==> src/rtl/lra_pkg.sv <==
// Package: shared limits and mode type for the lane read alignment block.
// Assumes: all lanes run on the read clock of the alignment controller.
package lra_pkg;

    localparam int MAX_LANES   = 8;
    localparam int MAX_RETIME  = 3;
    localparam int MAX_LATENCY = 8;

    typedef enum logic {
        COMBINE_ALL_USED = 1'b0,
        COMBINE_FAR_ONLY = 1'b1
    } combine_mode_e;

    // Select the combine mode from the single-clock build switch.
    function automatic combine_mode_e mode_from_bit(input bit single_clk);
        return single_clk ? COMBINE_FAR_ONLY : COMBINE_ALL_USED;
    endfunction

endpackage

==> src/rtl/lra_empty_combine.sv <==
// Module: lra_empty_combine
// Turns the lane empty flags into one "all watched lanes hold data" flag.
// In COMBINE_ALL_USED mode every lane with its mask bit set must be non-empty
// (a NOR of the masked empty flags). In COMBINE_FAR_ONLY mode only the lane
// at the end of the clock distribution is watched.
// Assumes: the mask has at least one bit set and FAR_LANE < NUM_LANES.
module lra_empty_combine
    import lra_pkg::*;
#(
    parameter int                  NUM_LANES = 4,
    parameter logic [NUM_LANES-1:0] LANE_MASK = '1,
    parameter combine_mode_e       MODE      = COMBINE_ALL_USED,
    parameter int                  FAR_LANE  = NUM_LANES - 1
) (
    input  logic [NUM_LANES-1:0] lane_empty,
    output logic                 lanes_filled
);

    generate
        if (MODE == COMBINE_FAR_ONLY) begin : g_far
            // Watch the far lane alone.
            assign lanes_filled = ~lane_empty[FAR_LANE];
        end else begin : g_all
            logic [NUM_LANES-1:0] lane_ok;
            for (genvar i = 0; i < NUM_LANES; i++) begin : g_lane
                if (LANE_MASK[i]) begin : g_used
                    // A used lane counts once it holds data.
                    assign lane_ok[i] = ~lane_empty[i];
                end else begin : g_unused
                    // An unused lane never holds the release back.
                    assign lane_ok[i] = 1'b1;
                end
            end
            // AND of per-lane readiness equals NOR of masked empties.
            assign lanes_filled = &lane_ok;
        end
    endgenerate

endmodule

==> src/rtl/lra_retime_pipe.sv <==
// Module: lra_retime_pipe
// Delays the release condition by STAGES registers to ease timing.
// A clear input flushes the stages so no stale release survives a link drop.
// With STAGES = 0 the condition passes straight through.
// Assumes: 0 <= STAGES <= MAX_RETIME.
module lra_retime_pipe
    import lra_pkg::*;
#(
    parameter int STAGES = 1
) (
    input  logic clk,
    input  logic rst_n,
    input  logic clear,
    input  logic d,
    output logic q
);

    generate
        if (STAGES == 0) begin : g_bypass
            // No retiming: the release is combinational.
            assign q = d;
        end else begin : g_regs
            logic [STAGES-1:0] stage_q;

            // Shift the release condition through the retiming stages.
            always_ff @(posedge clk) begin
                if (!rst_n || clear) begin
                    stage_q <= '0;
                end else begin
                    for (int i = STAGES - 1; i > 0; i--) begin
                        stage_q[i] <= stage_q[i-1];
                    end
                    stage_q[0] <= d;
                end
            end

            assign q = stage_q[STAGES-1];
        end
    endgenerate

endmodule

==> src/rtl/lra_enable_hold.sv <==
// Module: lra_enable_hold
// Keeps the common read enable high once the retimed release has arrived,
// until reset or until the link drops. The link qualifier acts
// combinationally, so the enable falls in the same cycle as link_ready.
// Assumes: release_in is already cleared while the link is down.
module lra_enable_hold (
    input  logic clk,
    input  logic rst_n,
    input  logic link_ready,
    input  logic release_in,
    output logic rd_en
);

    logic held_q;
    logic rd_en_next;

    // Enable is on when the link is up and the release was seen now or earlier.
    always_comb begin
        rd_en_next = link_ready & (held_q | release_in);
    end

    // Remember that reading has started.
    always_ff @(posedge clk) begin
        if (!rst_n) begin
            held_q <= 1'b0;
        end else begin
            held_q <= rd_en_next;
        end
    end

    assign rd_en = rd_en_next;

endmodule

==> src/rtl/lra_valid_delay.sv <==
// Module: lra_valid_delay
// Delays the read enable by the FIFO read latency to mark valid words.
// The line is flushed while the link is down, and the output is gated by
// the link status so downstream logic stays idle until the link is up.
// Assumes: 1 <= LATENCY <= MAX_LATENCY.
module lra_valid_delay
    import lra_pkg::*;
#(
    parameter int LATENCY = 2
) (
    input  logic clk,
    input  logic rst_n,
    input  logic link_ready,
    input  logic rd_en,
    output logic data_valid
);

    logic [LATENCY-1:0] line_q;

    // Shift the read enable along the read-latency delay line.
    always_ff @(posedge clk) begin
        if (!rst_n || !link_ready) begin
            line_q <= '0;
        end else begin
            for (int i = LATENCY - 1; i > 0; i--) begin
                line_q[i] <= line_q[i-1];
            end
            line_q[0] <= rd_en;
        end
    end

    // Gate the valid with the link status.
    always_comb begin
        data_valid = line_q[LATENCY-1] & link_ready;
    end

endmodule

==> src/rtl/lane_read_align.sv <==
// Module: lane_read_align (top)
// Starts reading all used lane FIFOs in the same cycle. The empty flags are
// combined per the build mode, optionally retimed, held as a sticky enable
// qualified by link_ready, fanned out to used lanes, and delayed into a
// downstream valid.
// Assumes: lane FIFOs and this block share clk; the mask is non-zero;
// FAR_LANE names a used lane in the single-clock build.
module lane_read_align
    import lra_pkg::*;
#(
    parameter int                   NUM_LANES     = 4,
    parameter logic [NUM_LANES-1:0] LANE_MASK     = 4'b1011,
    parameter bit                   SINGLE_CLK    = 1'b0,
    parameter int                   FAR_LANE      = NUM_LANES - 1,
    parameter int                   RETIME_STAGES = 1,
    parameter int                   VALID_LATENCY = 2
) (
    input  logic                 clk,
    input  logic                 rst_n,
    input  logic [NUM_LANES-1:0] lane_empty,
    input  logic                 link_ready,
    output logic [NUM_LANES-1:0] lane_rd_en,
    output logic                 data_valid
);

    localparam combine_mode_e MODE = mode_from_bit(SINGLE_CLK);

    logic lanes_filled;
    logic release_now;
    logic release_rt;
    logic rd_en_common;

    lra_empty_combine #(
        .NUM_LANES (NUM_LANES),
        .LANE_MASK (LANE_MASK),
        .MODE      (MODE),
        .FAR_LANE  (FAR_LANE)
    ) u_combine (
        .lane_empty   (lane_empty),
        .lanes_filled (lanes_filled)
    );

    // Release condition: out of reset, link up, watched lanes all hold data.
    always_comb begin
        release_now = rst_n & link_ready & lanes_filled;
    end

    lra_retime_pipe #(
        .STAGES (RETIME_STAGES)
    ) u_retime (
        .clk   (clk),
        .rst_n (rst_n),
        .clear (~link_ready),
        .d     (release_now),
        .q     (release_rt)
    );

    lra_enable_hold u_hold (
        .clk        (clk),
        .rst_n      (rst_n),
        .link_ready (link_ready),
        .release_in (release_rt),
        .rd_en      (rd_en_common)
    );

    // Fan the common enable out to used lanes only.
    always_comb begin
        lane_rd_en = {NUM_LANES{rd_en_common}} & LANE_MASK;
    end

    lra_valid_delay #(
        .LATENCY (VALID_LATENCY)
    ) u_valid (
        .clk        (clk),
        .rst_n      (rst_n),
        .link_ready (link_ready),
        .rd_en      (rd_en_common),
        .data_valid (data_valid)
    );

endmodule

==> config.mk <==
export PLATFORM = sky130hd
export DESIGN_NAME = lane_read_align
export DESIGN_NICKNAME = d
export VERILOG_FILES = /design/src/rtl/lra_pkg.sv /design/src/rtl/lra_empty_combine.sv /design/src/rtl/lra_retime_pipe.sv /design/src/rtl/lra_enable_hold.sv /design/src/rtl/lra_valid_delay.sv /design/src/rtl/lane_read_align.sv
export SDC_FILE = /design/constraint.sdc
export NUM_CORES = 1
export LEC_CHECK = 0
export CAP_MARGIN = 10
export CORE_AREA = 2 2 39 41
export CTS_CLUSTER_DIAMETER = 100
export DETAILED_ROUTE_END_ITERATION = 16
export DIE_AREA = 0 0 41 43
export PLACE_DENSITY = 0.41
export SYNTH_ARGS = -nofsm -noshare
export SYNTH_HDL_FRONTEND = slang
export SYNTH_SLANG_ARGS = --single-unit
==> constraint.sdc <==
create_clock -name clk -period 1.3 [get_ports clk]
set_clock_uncertainty 0.05 [all_clocks]
set_input_delay 0.195 -clock clk [delete_from_list [all_inputs] [get_ports clk]]
set_output_delay 0.195 -clock clk [all_outputs]
set_load 0.1 [all_outputs]
==> results by group <==
Finish
  – Non-Filler Instances: 43
  – Area delta synth->final: 97.7%
  – Final Util: 0.236
  – Register area: 82.6 um^2
  – Fillcell total: 148
  – Antenna cell count: 0
  – Area of the multi-input gates: 57.6 um^2
  – Layout cells sized above 1: 0.593
  – Nets: 36
  – Cell area after layout: 327 um^2

Logic synthesis
  – Area of the mapped netlist: 165 um^2
  – Top FF cell, synth: dfxtp_1
  – Yosys top cell by area: dfxtp_1
  – Mapped Nets: 24
  – Sequential share of the synthesized area: 0.485
  – Post-synth top cells: 4 x buf_4, 4 x dfxtp_1, 3 x nor2_1
  – Fraction of registers with async set/reset: 0
  – Top-area cell type share of the netlist area: 0.485
  – Synthesis Warnings: 0
  – Number of synthesized flops with an enable pin: 0
  – Syn Area/Cell: 9.72 um^2
  – Synth unique cells: 9
  – Synth Register Bits: 4
  – Largest cells by area after synthesis: dfxtp_1 48%, buf_4 18%, nor4_2 7.6%, nor2_1 6.8%, and2_2 4.5%
  – Syn Inst Count: 17

Timing
  – Final Max Tran Viols: 0
  – Final WS setup: 38.2 ps
  – Tcrit/Tclk final: 0.971
  – Min cycle time layout: 1260 ps
  – Setup TNS Final: 0 ps
  – # setup viols final: 0
  – Worst Hold Slack: 356 ps
  – Max Clk Rate: 0.793 GHz
  – RSZ-0062 raised after global routing: yes
  – Final hold vios: 0

Worst setup path
  – CP Launch Type: flop
  – Worst EP arrival: 1020 ps
  – Largest stage delay on the critical path: 310 ps
  – Slowest cell on the critical path: dfxtp_2
  – Levels on crit path: 4
  – RR Endpoint: u_hold.held_q
  – Reg2reg path depth: 3
  – Crit Path Class: flop to output port
  – CP bufs+invs: 2
  – CP Cell Sequence: nor2_2 -> nor2b_1 -> buf_4 -> buf_12
  – Critical Path Sink: lane_rd_en[3]
  – Crit path max fanout: 3
  – Reg2reg start: u_hold.held_q
  – Worst R2R Setup Slack: 580 ps
  – CP endpoint kind: output port
  – Crit-path leading delay family: buffers and inverters
  – Crit. Startpoint: u_hold.held_q
  – CP Data Required Time: 1050 ps

CTS
  – CTS clock-pin slew for the worst setup and hold paths: 30 ps
  – Clock Path Buffers: 2
  – CTS Sinks: 4
  – CTS tree: done
  – H-tree depth: 1
  – Worst-skew pair later-pin latency: 230 ps
  – Root buffer cell: clkbuf_4
  – Number of CTS-inserted buffers: 3

Die
  – Initial Util: 0.119
  – Row count: 14
  – Horizontal die dimension: 41 um
  – Core area: 1380 um^2
  – Die H: 43 um
  – IO Pins: 12
  – Die Area: 1760 um^2

Detailed routing
  – Drt total wl: 258 um
  – Iteration-0 DRC Markers: 0
  – Via count: 137
  – Drt wl/cell: 6.00 um
  – 1st-pass router iterations: 1
  – Antenna-violating nets left: 0
  – DRC: 0
  – Post-DR vias/cell: 3.19

Placed design
  – Place WS: -163 ps
  – Placed wire-length estimate: 210 um
  – Area after DPL: 293 um^2
  – Port buffer count: 9
  – GPL Wtd Cong: 0.533
  – Cells after DPL: 39

GRT
  – First-pass GRT wire length: 324 um
  – Vias in the first global route: 111
  – Initial antenna violation count: 0
  – Pin count of the biggest net entering global routing: 5
  – Grt ovf: 0
  – Overall global routing resource usage: 0.0320

Power and ir drop
  – Pwr dens: 986 nW/um^2
  – P_leak: 0.131 nW
  – Peak supply drop: 0.269 mV
  – Overall power: 0.322 mW

Status
  – Status: finished, final reports clean

Min path
  – Tightest Hold Check Type: input pin to flop

Run
  – Max cap viols: 0
## sequential cells by signal (all words and copies together), names as in the netlist
signal / count
u_retime.q: 1
u_hold.held_q: 1
u_valid.line_q: 2
## cells in the final DEF (no fill, tap or decap)
cell type | synthesis | final
nor4_2 | 1 | 1
dfxtp_1 | 4 | 2
nand2_2 | 1 | 1
clkbuf_4 | 0 | 3
conb_1 | 1 | 1
dlygate4sd2_1 | 0 | 1
buf_12 | 0 | 4
and2_2 | 1 | 1
dfxtp_2 | 0 | 2
and3_2 | 1 | 1
nor2_1 | 3 | 2
buf_4 | 4 | 2
nor2b_1 | 1 | 1
clkdlybuf4s50_1 | 0 | 4
nor2_2 | 0 | 1
## worst register-to-register path: cells and delay by family, from the launching register on
family                 cells  cell delay [ps]
DFF                        1              300
and+or+nand+nor            2              140
buffers and inverters      1              120
## metal layers
layer	wire, um	vias to the layer above	share of wire	global-route usage
met3	40	0	0.16	0.0157
met2	119	9	0.46	0.0344
met4	0	0	0	0.0600
li1	-	68	-	-
met5	0	-	0	0
met1	99	60	0.38	0.0287
## worst min-delay path by stage
stage,start,end,slack [ps],cells past startpoint
2_1_floorplan,lane_empty[1],u_retime.q,220,1
3_3_place_gp,u_hold.held_q,u_valid.line_q[0],410,2
3_5_place_dp,u_hold.held_q,u_valid.line_q[0],420,2
4_1_cts,link_ready,u_valid.line_q[0],360,3
5_1_grt,link_ready,u_retime.q,370,3
6_report,link_ready,u_hold.held_q,360,3
## where the power goes
group / internal (mW) / switching, mW
clock network: 0.103 / 0.0423
logic: 0.0209 / 0.0312
registers: 0.125 / 0.000380
## cell type report
cell class,count,share of cell area
timing repair buffer,11,0.441
sequential,4,0.253
multi-input combinational,9,0.176
clock buffer,3,0.0690
tap,16,0.0613
## cells by family after synthesis
family / Yosys count / synth area share
AND/OR/NAND/NOR: 8 / 0.311
buffers and inverters: 4 / 0.182
flip-flops: 4 / 0.485
other: 1 / 0.0227
## timing repair
action                     in CTS  in global routing
setup endpoints to repair       4                  3
resized for setup               2                  2
setup buffers                   1                  0
hold buffers                    0                  0
pin swaps                       1                  0
(Power assumes the default switching activity.)
